### config.mk
export PLATFORM = sky130hd
export DESIGN_NAME = wlvl_seq
export DESIGN_NICKNAME = d
export VERILOG_FILES = /design/src/rtl/wlvl_pkg.sv /design/src/rtl/wlvl_timer.sv /design/src/rtl/wlvl_grp_sel.sv /design/src/rtl/wlvl_next_present.sv /design/src/rtl/wlvl_seq.sv
export SDC_FILE = /design/constraint.sdc
export NUM_CORES = 1
export LEC_CHECK = 0
export BUFFER_PORTS_ARGS = -buffer_cell sky130_fd_sc_hd__buf_2
export CORE_MARGIN = 2
export CORE_UTILIZATION = 45
export DETAILED_ROUTE_END_ITERATION = 8
export PLACE_DENSITY = 0.77
export SLEW_MARGIN = 15
export SYNTH_ARGS = -nofsm -noshare
export SYNTH_HDL_FRONTEND = slang
export SYNTH_SLANG_ARGS = --single-unit
### constraint.sdc
create_clock -name clk -period 6.9 [get_ports clk]
set_input_delay 0.69 -clock clk [delete_from_list [all_inputs] [get_ports clk]]
set_output_delay 0.69 -clock clk [all_outputs]
set_load 0.01 [all_outputs]
### src/rtl/wlvl_pkg.sv
package wlvl_pkg;

  typedef enum logic [3:0] {
    ST_IDLE, ST_SCAN, ST_MR1, ST_MR2, ST_ODT_LOAD, ST_MR_WAIT,
    ST_SEED, ST_ODT_SET, ST_TRAIN, ST_POST, ST_ODT_OFF, ST_DONE
  } wl_state_e;

  localparam logic [1:0] ZQ_HOLD   = 2'd0;
  localparam logic [1:0] ZQ_NORMAL = 2'd2;

  // A group is live when any enable bit under its mask is set.
  function automatic logic grp_live(input logic [31:0] en, input int unsigned cs,
                                    input logic pair);
    logic [31:0] mask;
    mask = pair ? 32'h3 : 32'h1;
    return |(en & (mask << cs));
  endfunction

  // DIMM index of a chip-select group.
  function automatic int unsigned grp_dimm(input int unsigned cs, input logic pair);
    return pair ? (cs >> 1) : cs;
  endfunction

  // A run proceeds unless it is a second pass that would not raise speed.
  function automatic logic run_due(input logic second, input logic [15:0] cur,
                                   input logic [15:0] boot);
    return !second || (cur > boot);
  endfunction

endpackage

### src/rtl/wlvl_timer.sv
module wlvl_timer #(
  parameter int W = 8
) (
  input  logic         clk,
  input  logic         rst_n,
  input  logic         load,
  input  logic [W-1:0] load_val,
  output logic         expired
);
  logic [W-1:0] cnt;

  always_ff @(posedge clk or negedge rst_n) begin
    if (!rst_n)              cnt <= '0;
    else if (load)           cnt <= load_val;
    else if (cnt != '0)      cnt <= cnt - W'(1);
  end

  assign expired = (cnt == '0);
endmodule

### src/rtl/wlvl_grp_sel.sv
module wlvl_grp_sel
  import wlvl_pkg::*;
#(
  parameter int CS_NUM = 8,
  parameter int CS_W   = $clog2(CS_NUM),
  parameter int DIMM_W = CS_W
) (
  input  logic [CS_NUM-1:0] cs_en,
  input  logic [CS_W:0]     cs_ptr,
  input  logic              pair,
  output logic              live,
  output logic              past_end,
  output logic [DIMM_W-1:0] dimm,
  output logic [CS_W:0]     next_ptr
);
  assign past_end = (32'(cs_ptr) >= CS_NUM);
  assign live     = grp_live(32'(cs_en), 32'(cs_ptr), pair);
  assign dimm     = DIMM_W'(grp_dimm(32'(cs_ptr), pair));
  assign next_ptr = cs_ptr + (pair ? (CS_W+1)'(2) : (CS_W+1)'(1));
endmodule

### src/rtl/wlvl_next_present.sv
module wlvl_next_present #(
  parameter int CS_NUM = 8,
  parameter int CS_W   = $clog2(CS_NUM)
) (
  input  logic [CS_NUM-1:0] present,
  input  logic [CS_W:0]     from,
  output logic              found,
  output logic [CS_W-1:0]   idx
);
  logic [CS_NUM-1:0] hit;

  for (genvar g = 0; g < CS_NUM; g++) begin : g_hit
    assign hit[g] = present[g] && (from <= (CS_W+1)'(g));
  end

  always_comb begin
    idx = '0;
    for (int i = CS_NUM - 1; i >= 0; i--) begin
      if (hit[i]) idx = CS_W'(i);
    end
  end

  assign found = |hit;
endmodule

### src/rtl/wlvl_seq.sv
module wlvl_seq
  import wlvl_pkg::*;
#(
  parameter int CS_NUM     = 8,
  parameter int SPD_W      = 4,
  parameter int MR_WAIT    = 40,
  parameter int ODT_WAIT   = 10,
  parameter int TRAIN_WAIT = 200,
  parameter int CS_W       = $clog2(CS_NUM),
  parameter int DIMM_W     = CS_W
) (
  input  logic              clk,
  input  logic              rst_n,
  input  logic              start_i,
  input  logic              second_pass_i,
  input  logic [SPD_W-1:0]  cur_speed_i,
  input  logic [SPD_W-1:0]  boot_speed_i,
  input  logic              pair_cs_i,
  input  logic              per_nibble_i,
  input  logic [CS_NUM-1:0] cs_enable_i,
  input  logic [CS_NUM-1:0] cs_present_i,
  output logic              mr_req_o,
  output logic [CS_W-1:0]   mr_cs_o,
  output logic              mr_sel_o,
  output logic              mr_wl_o,
  input  logic              mr_ack_i,
  output logic              odt_load_o,
  output logic              seed_req_o,
  input  logic              seed_ack_i,
  output logic              odt_en_o,
  output logic              train_en_o,
  output logic              post_req_o,
  input  logic              post_ack_i,
  output logic [DIMM_W-1:0] dimm_o,
  output logic              nibble_o,
  output logic              refresh_off_o,
  output logic [1:0]        zq_int_o,
  output logic              busy_o,
  output logic              done_o
);
  localparam int MAX_A   = (MR_WAIT > ODT_WAIT) ? MR_WAIT : ODT_WAIT;
  localparam int TMR_MAX = (TRAIN_WAIT > MAX_A) ? TRAIN_WAIT : MAX_A;
  localparam int TMR_W   = $clog2(TMR_MAX + 1);

  wl_state_e         state, st_n;
  logic [CS_W:0]     cs_ptr, cs_n;
  logic [CS_W-1:0]   mr_ptr, mr_n;
  logic [DIMM_W-1:0] dimm_q, dimm_n;
  logic              nib_q, nib_n, wl_q, wl_n, ref_q, ref_n;
  logic              pair_q, pair_n, pn_q, pn_n;

  // Internal events, named for the checker and waveform reading.
  logic              tmr_load, tmr_expired, mr_enter, run_ok;
  logic [TMR_W-1:0]  tmr_val;
  logic              grp_ok, grp_end, np_found;
  logic [DIMM_W-1:0] grp_idx;
  logic [CS_W:0]     grp_next, np_from;
  logic [CS_W-1:0]   np_idx;

  wlvl_timer #(.W(TMR_W)) u_timer (
    .clk(clk), .rst_n(rst_n), .load(tmr_load), .load_val(tmr_val),
    .expired(tmr_expired)
  );

  wlvl_grp_sel #(.CS_NUM(CS_NUM), .CS_W(CS_W), .DIMM_W(DIMM_W)) u_grp (
    .cs_en(cs_enable_i), .cs_ptr(cs_ptr), .pair(pair_q), .live(grp_ok),
    .past_end(grp_end), .dimm(grp_idx), .next_ptr(grp_next)
  );

  assign np_from = (state == ST_MR2) ? ({1'b0, mr_ptr} + (CS_W+1)'(1)) : '0;

  wlvl_next_present #(.CS_NUM(CS_NUM), .CS_W(CS_W)) u_np (
    .present(cs_present_i), .from(np_from), .found(np_found), .idx(np_idx)
  );

  assign run_ok = run_due(second_pass_i, 16'(cur_speed_i), 16'(boot_speed_i));

  always_comb begin
    st_n = state; cs_n = cs_ptr; mr_n = mr_ptr; dimm_n = dimm_q;
    nib_n = nib_q; wl_n = wl_q; ref_n = ref_q; pair_n = pair_q; pn_n = pn_q;
    tmr_load = 1'b0; tmr_val = '0; mr_enter = 1'b0;
    unique case (state)
      ST_IDLE: if (start_i) begin
        pair_n = pair_cs_i;
        pn_n   = per_nibble_i;
        if (run_ok) begin
          ref_n = 1'b1; cs_n = '0; st_n = ST_SCAN;
        end else begin
          st_n = ST_DONE;
        end
      end
      ST_SCAN: begin
        if (grp_end) begin
          ref_n = 1'b0; st_n = ST_DONE;
        end else if (grp_ok) begin
          dimm_n = grp_idx; nib_n = 1'b0; wl_n = 1'b1; mr_enter = 1'b1;
        end else begin
          cs_n = grp_next;
        end
      end
      ST_MR1:   if (mr_ack_i) st_n = ST_MR2;
      ST_MR2:   if (mr_ack_i) mr_enter = 1'b1;
      ST_ODT_LOAD: begin
        st_n = ST_MR_WAIT; tmr_load = 1'b1; tmr_val = TMR_W'(MR_WAIT - 1);
      end
      ST_MR_WAIT: if (tmr_expired) st_n = ST_SEED;
      ST_SEED: if (seed_ack_i) begin
        st_n = ST_ODT_SET; tmr_load = 1'b1; tmr_val = TMR_W'(ODT_WAIT - 1);
      end
      ST_ODT_SET: if (tmr_expired) begin
        st_n = ST_TRAIN; tmr_load = 1'b1; tmr_val = TMR_W'(TRAIN_WAIT - 1);
      end
      ST_TRAIN: if (tmr_expired) st_n = ST_POST;
      ST_POST: if (post_ack_i) begin
        st_n = ST_ODT_OFF; tmr_load = 1'b1; tmr_val = TMR_W'(ODT_WAIT - 1);
      end
      ST_ODT_OFF: if (tmr_expired) begin
        if (pn_q && !nib_q) nib_n = 1'b1;
        else                wl_n  = 1'b0;
        mr_enter = 1'b1;
      end
      ST_DONE: st_n = ST_IDLE;
      default: st_n = ST_IDLE;
    endcase

    // Start or continue a mode-register block at the next present chip select.
    if (mr_enter) begin
      if (np_found) begin
        mr_n = np_idx; st_n = ST_MR1;
      end else if (wl_n) begin
        st_n = ST_ODT_LOAD;
      end else begin
        cs_n = grp_next; st_n = ST_SCAN;
      end
    end
  end

  always_ff @(posedge clk or negedge rst_n) begin
    if (!rst_n) begin
      state <= ST_IDLE; cs_ptr <= '0; mr_ptr <= '0; dimm_q <= '0;
      nib_q <= 1'b0; wl_q <= 1'b0; ref_q <= 1'b0; pair_q <= 1'b0; pn_q <= 1'b0;
    end else begin
      state <= st_n; cs_ptr <= cs_n; mr_ptr <= mr_n; dimm_q <= dimm_n;
      nib_q <= nib_n; wl_q <= wl_n; ref_q <= ref_n; pair_q <= pair_n; pn_q <= pn_n;
    end
  end

  assign mr_req_o      = (state == ST_MR1) || (state == ST_MR2);
  assign mr_sel_o      = (state == ST_MR2);
  assign mr_cs_o       = mr_ptr;
  assign mr_wl_o       = wl_q;
  assign odt_load_o    = (state == ST_ODT_LOAD);
  assign seed_req_o    = (state == ST_SEED);
  assign odt_en_o      = (state == ST_ODT_SET) || (state == ST_TRAIN) || (state == ST_POST);
  assign train_en_o    = (state == ST_TRAIN);
  assign post_req_o    = (state == ST_POST);
  assign dimm_o        = dimm_q;
  assign nibble_o      = nib_q;
  assign refresh_off_o = ref_q;
  assign zq_int_o      = ref_q ? ZQ_HOLD : ZQ_NORMAL;
  assign busy_o        = (state != ST_IDLE) && (state != ST_DONE);
  assign done_o        = (state == ST_DONE);
endmodule

* After elaboration in Yosys (flattened, before gate mapping)
Cells that the tools add are included.
** Word-level totals
- Bits in registers :: 27
- Output and inout bits :: 20
** Operators by class
- Add/subtract/negate cells :: 3
- $lt $le $gt $ge :: 10
- Equality and inequality tests :: 28
- Shift-type cells :: 1
- Mux-type cells :: 62
- Bitwise operators :: 2
- Reduce and logical (&&, ||, !) cells :: 32
** Operators by type and width (number)
- 4-bit two-way mux :: 20
- 4-bit case mux with 10 select lines :: 1
- 3-bit two-way mux :: 11
- 8-bit by 32-bit bitwise AND with 32-bit output :: 1
- 8-bit case mux with 4 select lines :: 1
- 32-bit OR reduction :: 1
- 2-bit by 4-bit left shift with 32-bit output :: 1
- 8-bit two-way mux :: 3
- 1-bit two-way mux :: 17
- 4-bit by 3-bit equality test with 1-bit output (second input constant) :: 4
- 4-bit equality test (second input constant) :: 4
- 4-bit by 3-bit less-or-equal comparator with 1-bit output (second input constant) :: 4
- 3-bit inequality test (second input constant) :: 5
- 2-bit inequality test (second input constant) :: 7
- 1-bit logical AND :: 10
- 3-bit by 1-bit inequality test with 1-bit output (second input constant) :: 3
- 9-bit AND reduction :: 1
- 4-bit by 2-bit equality test with 1-bit output (second input constant) :: 2
- 4-bit by 1-bit less-or-equal comparator with 1-bit output (second input constant) :: 2
- 4-bit by 2-bit less-or-equal comparator with 1-bit output (second input constant) :: 2
- 8-bit zero test :: 1
- 4-bit case mux with 2 select lines :: 1
- 8-bit nonzero test :: 1
- 8-bit OR reduction :: 1
- 23 further kinds :: 34

* Depth between registers and ports, before layout
Gate-level depths: netlist (run 1).
- Depth in word-level cells :: 12
- Mapped depth :: 11
- Mapped depth without buffers :: 9

* Cells and area by module
From an unflattened synthesis (run 1), not the netlist that was laid out.
** Unflattened totals
- Cells, all modules :: 281
- Area, all modules :: 2329.7 um2
** By module, submodules not included
- wlvl_seq :: instances 1, cells each 159, area an instance 1370.1 um2
- wlvl_timer :: instances 1, cells each 54, area an instance 488.0 um2
- wlvl_grp_sel :: instances 1, cells each 39, area an instance 289.0 um2
- wlvl_next_present :: instances 1, cells each 29, area an instance 182.7 um2

* Least setup slack after synthesis (run 1)
Ideal clock, no wire load.
- Path type :: flip-flop to flip-flop
- Start point :: reg pair_q
- End point :: reg mr_ptr[2] (netlist: mr_cs_o[2])
- Arrival time :: 2.451 ns
- Data required time :: 6.779 ns
- Setup slack :: 4.328 ns
- Stages on the path, launching flop included :: 11
- Path buffers :: 1
- Clock period less this slack :: 2.572 ns
- Cell sequence :: dfrtp_1 > clkbuf_1 > inv_1 > ha_1 > inv_1 > a221o_1 > a311oi_2 > a21oi_1 > nor3_1 > nor2_1 > o22a_1
** On the way
- Cells in the longest elaborated chain, start to end :: 8
** Ends and longest elaborated chain
- start: declaration :: RTL line wlvl_seq.sv:50 : logic pair_q, pair_n, pn_q, pn_n;
- start signal: assignment :: RTL line wlvl_seq.sv:144 : nib_q <= nib_n; wl_q <= wl_n; ref_q <= ref_n; pair_q <= pair_n; pn_q <= pn_n;
- 2-bit two-way mux :: RTL line wlvl_pkg.sv:15 : mask = pair ? 32'h3 : 32'h1;
- 2-bit by 4-bit left shift with 32-bit output :: RTL line wlvl_pkg.sv:16 : return |(en & (mask << cs));
- 8-bit by 32-bit bitwise AND with 32-bit output :: RTL line wlvl_pkg.sv:16
- 32-bit OR reduction :: RTL line wlvl_pkg.sv:16
- 1-bit two-way mux :: RTL line wlvl_seq.sv:95 : end else if (grp_ok) begin
- 1-bit two-way mux :: RTL line wlvl_seq.sv:93 : if (grp_end) begin
- 1-bit case mux with 3 select lines :: RTL line wlvl_seq.sv:82 : unique case (state)
- 2-bit AND reduction (no line)
- end signal: assignment :: RTL line wlvl_seq.sv:143 : state <= st_n; cs_ptr <= cs_n; mr_ptr <= mr_n; dimm_q <= dimm_n;
- end: declaration :: RTL line wlvl_seq.sv:47 : logic [CS_W-1:0] mr_ptr, mr_n;
No other way between the ends.
A chain may end at the register's enable or synchronous reset.

* Final worst setup path (run 1)
- Start point :: reg pair_q
- End point :: reg state[0]
** On the way
- Cells in the longest elaborated chain, start to end :: 10
** Ends and longest elaborated chain
- 2-bit two-way mux * :: RTL line wlvl_pkg.sv:15
- 2-bit by 4-bit left shift with 32-bit output * :: RTL line wlvl_pkg.sv:16
- 8-bit by 32-bit bitwise AND with 32-bit output * :: RTL line wlvl_pkg.sv:16
- 32-bit OR reduction * :: RTL line wlvl_pkg.sv:16
- parallel branches: the longest is 6 deep, another holds 9-bit AND reduction
- end signal: assignment :: RTL line wlvl_seq.sv:143
- end: declaration :: RTL line wlvl_seq.sv:45 : wl_state_e state, st_n;
Every way passes the cells marked *.

==> impl_metrics.csv, run 1 <==
group,metric,value,unit
run_status,status,"finished, final reports clean",
synthesis,library_cells_used_by_synthesis,64,
sta,grt_setup_unrepaired,"false",
placement,preCtsSetupSlack,4.00,ns
cts,clock_latency,0.28,ns
synthesis,synth_top_cells_by_count,"27 x dfrtp_1, 27 x o21ai_0, 26 x nor2_1, 18 x inv_1",
setup_path,worst-endpoint-required,7.09,ns
floorplanning,rows,25,
drt,detail_route.first_pass.iterations,4,
global_routing,grt_pass1_wl,8850,microns
setup_path,crit_path_top_delay_cell,"nor3_1",
sta,timing.final.hold_violations,0,
cts,clockRootBuffer,"clkbuf_8",
setup_path,crit_fanout,8,
setup_path,setup.worst_path.class,"reg2reg",
synthesis,yosys.area.top_type,"dfrtp_1",
cts,tritoncts,"yes",
global_routing,grt_antenna_before_repair,0,
synthesis,asyncSetResetFlopFracSynth,1.00,
power,relative_contribution_of_sequential_cells_to_total_power,0.322,
sta,final_setup_violating_endpoints,0,
sta,layout_worst_path_cycle_share,0.428,
floorplanning,design.core.area,4750,sq um
layout,nNetsFinal,354,
drt,avgViaCountPerCell,5.59,
drt,dr.first_iter.drc_count,197,
setup_path,slowest_delay,0.66,ns
cts,ctsHtreeMaxLevel,1,
synthesis,synth_fp_nets,312,
synthesis,synthesis.area_per_instance,8.29,sq um
drt,detail-route-antenna-nets,0,
power,cellLeakagePower,1.16,nW
setup_path,start_kind,"flip-flop",
worst_hold_path,hp_class,"in2async",
synthesis,yosysWarnings,0,
power,swShare,0.484,
synthesis,post_synth_inst_count,268,
cts,worst_setup_hold_path_clk_slew,0.09,ns
synthesis,synth-seq-cells,27,
sta,slew_headroom,0.524,
sta,max_slew.worst_pin.slew,0.708,ns
drt,post-route-drc-count,0,
global_routing,maximum_number_of_pins_on_one_net_before_global_route_repair,28,
synthesis,area_share_of_the_largest_cell_type_after_synthesis,0.304,
run,maxCapViolations,0,
placement,placement.io_buffers,51,
drt,vias,2103,
sta,slew_violations,0,
sta,finalClockSkew,0.00373,ns
synthesis,yosys-top-cells-area,"dfrtp_1 30%, o21ai_0 6.1%, ha_1 5.6%",
floorplanning,ios,53,
floorplanning,floorplan.die.width,74.3,microns
setup_path,end_kind,"flip-flop",
global_routing,gr-usage-all-layers,0.202,
drt,wire_per_inst,13.9,microns
layout,synthToLayoutAreaGrowth,14.3,%
cts,clkSinkCount,27,
global_routing,global_route.overflow_total,0,
sta,fin_tns_setup,0,ns
cts,tritoncts.num_buffers,3,
placement,gp_routability_congestion,0.812,
cts,cts_setup_buffers,0,
global_routing,grt_pass1_vias,1900,
floorplanning,die_area,5510,sq um
synthesis,synth_edf_count,0,
floorplanning,starting_density_of_the_core,0.467,
sta,fmax,338,MHz
layout,final_layout_size_suffix_gt1_frac,0.223,
power,switching_power,0.506,mW
power,cellInternalPower,0.539,mW
cts,cts_resized,0,
setup_path,cpMostUsedCell,"inv_1",
layout,antenna_cells,0,
floorplanning,die_height,74.3,microns
power,power.ir.vdd_worst,0.223,mV
cts,cts-root-to-sink-buffers,2,
placement,dp_hpwl,3960,microns
drt,wl,5250,microns
power,pwr-share-comb,0.589,
sta,finalCriticalPeriod,2.96,ns
cts,postCtsHoldBufs,0,
sta,post-route-worst-setup-slack,3.95,ns
power,power_density,412,nW/um^2
synthesis,synth_flop_cell,"dfrtp_1",
synthesis,synth.cell_area,2220,sq um
synthesis,portion_of_the_post_synthesis_area_used_by_sequential_elements,0.304,
setup_path,crit_path_cell_trace,"inv_1 -> ha_1 -> inv_1 -> a221o_1 -> a311oi_2 -> a21oi_1 -> nor3_1 -> a21boi_1 -> a211oi_1",
setup_path,crit_arrival,3.15,ns
power,pwr-share-clk,0.089,
==> power groups by stage <==
| stage | logic (mW) | registers, mW | clock network [mW] |
|---|---|---|---|
| after floorplan | 0.509 | 0.289 | 0 |
| after global placement | 0.596 | 0.335 | 0 |
| after detailed placement | 0.608 | 0.336 | 0 |
| after CTS | 0.611 | 0.333 | 0.0963 |
| after global routing | 0.695 | 0.351 | 0.101 |
| final | 0.616 | 0.336 | 0.0927 |
==> flip-flops by register name, summed over array words and instances (netlist names) <==
register / cells
dimm_o: 3
u_timer.cnt: 8
pair_q: 1
nibble_o: 1
cs_ptr: 4
state: 4
mr_wl_o: 1
pn_q: 1
refresh_off_o: 1
mr_cs_o: 3
==> cells by family after synthesis <==
kind of cell,after synthesis,synth area share
other cells,1,0.00169
compound gates,85,0.263
buf+inv,32,0.0603
xor+xnor,6,0.0237
mux,7,0.0327
fa+ha+maj,11,0.0654
simple gates,99,0.249
flops,27,0.304
==> final cells by class <==
| class | instances | area, sq um |
|---|---|---|
| tap | 67 | 83.8 |
| timing repair buffer | 51 | 255 |
| inverter | 18 | 67.6 |
| fill | 471 | 2220 |
| sequential | 27 | 676 |
| multi-input combinational | 209 | 1410 |
| clock buffer | 4 | 45.0 |
==> layout by cell type, fill, tap and decap left out, types with 3 or more instances in the layout <==
master	count
nand2b_1	13
nand2_1	16
nor3_1	14
a211oi_1	5
o31ai_1	3
inv_1	18
a21oi_1	16
and2_1	5
dfrtp_1	27
a21boi_0	3
xnor2_1	5
mux2i_1	5
clkbuf_8	3
o21ai_0	27
nor2_1	26
nor2b_1	4
ha_1	10
buf_2	51
==> worst paths after layout <==
| path | start | end | slack, ns | cells past startpoint |
|---|---|---|---|---|
| hold reg to reg | pn_q | pn_q | 0.53 | 1 |
| setup reg to reg | pair_q | state[0] | 3.95 | 9 |
| min in group clk | pn_q | pn_q | 0.53 | 1 |
| hold / removal | rst_n | pn_q | 0.41 | 1 |
| max in group asynchronous | rst_n | mr_wl_o | 6.07 | 1 |
| setup / recovery | pair_q | state[0] | 3.95 | 9 |
==> critical path, delay by kind of cell (launching register included) <==
kind | cells | cell delay [ns]
AO/OA/AOI/OAI | 5 | 1.33
AND/OR/NAND/NOR | 1 | 0.66
buffers and inverters | 2 | 0.18
flip-flops | 1 | 0.51
adder cells (fa/ha/maj) | 1 | 0.18
==> stage by stage <==
stage	instances	hold slack, ns	total power [mW]	cell area, sq um	utilization
after floorplan	268	0.394	0.799	2220	-
after global placement	372	0.496	0.930	2490	0.524
after detailed placement	372	0.513	0.944	2490	0.524
after CTS	376	0.443	1.04	2540	0.534
after global routing	376	0.466	1.15	2540	0.534
final	376	0.415	1.04	2540	0.534
==> per-layer routing <==
metal,GRT usage,share of wire,up-vias,routed length (microns)
met2,0.310,0.45,48,2380
met4,0.0456,0.011,0,57
met3,0.0285,0.040,7,209
met1,0.304,0.50,1000,2600
li1,-,-,1048,-
met5,0,0,-,0
No activity file was read; power rests on OpenSTA's default activity.
==> inputs of run 2 (changes only) <==
- ABC_AREA: default -> 1
- clock period: 6.9 -> 3.1 ns (I/O delays scaled with it)
==> impl_metrics.csv, run 2 <==
group,metric,value,unit
synthesis,synth.cell_area,2160,sq um
worst_hold_path,hp_class,"in2async",
run_status,status,"finished, final reports clean",
placement,placedCellCount,424,
synthesis,synthesis.area_per_instance,6.70,sq um
layout,antenna_cells,0,
layout,synthToLayoutAreaGrowth,16.4,%
layout,n_fill_cell,457,
floorplanning,ios,53,
floorplanning,rows,25,
synthesis,portion_of_the_post_synthesis_area_used_by_sequential_elements,0.313,
setup_path,crit_arrival,2.30,ns
drt,detail-route-antenna-nets,0,
setup_path,setup.worst_path.class,"reg2reg",
drt,post-route-drc-count,0,
layout,nNetsFinal,419,
drt,dr.first_iter.drc_count,91,
power,cellLeakagePower,1.41,nW
cts,postCtsHoldBufs,0,
cts,ctsHtreeMaxLevel,1,
layout,multi_input_area,1260,sq um
sta,timing.final.hold_violations,0,
drt,avgViaCountPerCell,5.24,
synthesis,synth-seq-cells,27,
sta,finalClockSkew,0.00260,ns
power,power.ir.vdd_worst,0.161,mV
synthesis,asyncSetResetFlopFracSynth,1.00,
sta,max_slew.worst_pin.slew,0.613,ns
synthesis,synth_fp_nets,366,
floorplanning,die_height,73.3,microns
setup_path,crit_path_top_delay_cell,"dfrtp_1",
synthesis,synth_edf_count,0,
synthesis,most_frequent_cell_after_synthesis,"nand2_1",
layout,finalInstanceArea,2510,sq um
floorplanning,floorplan.die.width,73.3,microns
layout,top_regs,"u_timer.cnt x8, cs_ptr x4, state x4",
sta,fin_tns_setup,0,ns
sta,grt_setup_unrepaired,"false",
cts,clkSinkCount,27,
layout,largest_register_ff_count,8,
layout,reg_with_most_ffs,"u_timer.cnt",
cts,worst_setup_hold_path_clk_slew,0.10,ns
placement,dpl-instance-area,2460,sq um
sta,final_setup_violating_endpoints,0,
synthesis,yosysWarnings,0,
drt,vias,2244,
setup_path,end_kind,"flip-flop",
layout,final_layout_size_suffix_gt1_frac,0.206,
setup_path,start_kind,"flip-flop",
floorplanning,design.core.area,4660,sq um
cts,clockRootBuffer,"clkbuf_8",
global_routing,grt_pass1_wl,9030,microns
floorplanning,starting_density_of_the_core,0.463,
setup_path,slowest_delay,0.49,ns
synthesis,area_share_of_the_largest_cell_type_after_synthesis,0.313,
sta,finalCriticalPeriod,2.12,ns
placement,placement.io_buffers,51,
synthesis,yosys-top-cells-area,"dfrtp_1 31%, nand2_1 15%, inv_1 8.9%",
synthesis,synth_flop_cell,"dfrtp_1",
sta,layout_worst_path_cycle_share,0.682,
synthesis,synth_top_cells_by_count,"86 x nand2_1, 51 x inv_1, 41 x nor2_1, 27 x dfrtp_1, 24 x nand3_1",
global_routing,global_route.overflow_total,0,
global_routing,grt_pass1_vias,2116,
sta,fmax,473,MHz
layout,top_library_cells_by_usage_in_the_layout_fill_and_taps_aside,"86 x nand2_1, 51 x inv_1, 51 x buf_2",
layout,seq_area,676,sq um
layout,post_route_insts_no_fill,428,
synthesis,post_synth_inst_count,322,
cts,tritoncts,"yes",
power,power_density,249,nW/um^2
synthesis,library_cells_used_by_synthesis,36,
setup_path,cpMostUsedCell,"nand2_1",
setup_path,crit_path_cell_trace,"inv_1 -> ha_1 -> nor2_1 -> nand2_1 -> nand4_1 -> nand2_1 -> nand2_1 -> nand2_1 -> nand2_2 -> inv_1 -> nand2_1 -> nand2_1 -> nand2_1 -> nand2_1",
cts,clock_latency,0.28,ns
cts,cts-root-to-sink-buffers,2,
drt,wl,5180,microns
placement,gp_routability_congestion,0.972,
placement,dp_hpwl,4180,microns
cts,cts_setup_buffers,0,
global_routing,gr-usage-all-layers,0.211,
cts,cts_resized,0,
setup_path,worst-endpoint-required,3.28,ns
drt,detail_route.first_pass.iterations,4,
power,p_total,0.626,mW
run,maxCapViolations,0,
floorplanning,die_area,5370,sq um
sta,slew_violations,0,
layout,commonest_non_fill_non_tap_cell_in_the_layout,"nand2_1",
cts,tritoncts.num_buffers,3,
sta,slew_headroom,0.591,
global_routing,maximum_number_of_pins_on_one_net_before_global_route_repair,28,
setup_path,crit_fanout,7,
drt,wire_per_inst,12.1,microns
synthesis,yosys.area.top_type,"dfrtp_1",
global_routing,grt_antenna_before_repair,0,
## run 2: cell type report
type,instances,share of cell area
flip-flops and latches,27,0.269
clock buffers,3,0.0164
inverters,55,0.0827
repair buffers,51,0.102
well taps,54,0.0269
multi-input cells,237,0.500
clock inverters,1,0.00299
## run 2: final timing paths
path	depth (start not counted)	end	start	slack, ns
max	14	state[0]	pair_q	0.98
min	1	u_timer.cnt[2]	rst_n	0.03
max reg2reg	14	state[0]	pair_q	0.98
min reg2reg	1	pn_q	pn_q	0.54
max in group asynchronous	1	mr_cs_o[0]	rst_n	2.68
min in group clk	2	pn_q	per_nibble_i	0.26
## run 2: per-layer routing
metal	GRT usage	routed length, microns
met3	0.0288	262
met4	0.0617	76
met5	0	0
met2	0.370	2620
met1	0.271	2220
## run 2: stage by stage
stage               setup WS, ns  hold WS (ns)   util
floorplan                   1.33        0.0144      -
global placement            1.13         0.355  0.529
detailed placement          1.04         0.360  0.529
CTS                         1.02        0.0586  0.539
global route               0.769        0.0819  0.539
finish                     0.985        0.0281  0.539
## run 2: logic make-up after synthesis
logic type / share of synthesized area
AND/OR/NAND/NOR: 0.357
buffers and inverters: 0.104
AO/OA/AOI/OAI: 0.128
flip-flops: 0.313
adder cells (fa/ha/maj): 0.0672
XOR/XNOR: 0.0244
other: 0.00174
multiplexers: 0.00522
## run 2: critical path, delay by kind of cell, from the launching register on
| family | cells | cell delay, ns |
|---|---|---|
| simple gates | 11 | 1.03 |
| flops | 1 | 0.49 |
| buf+inv | 2 | 0.27 |
| fa+ha+maj | 1 | 0.22 |
## run 2: power breakdown
part	internal, mW	switching [mW]
Clock	0.0916	0.122
Sequential	0.353	0.00121
Combinational	0.0264	0.0327
Total	0.471	0.155
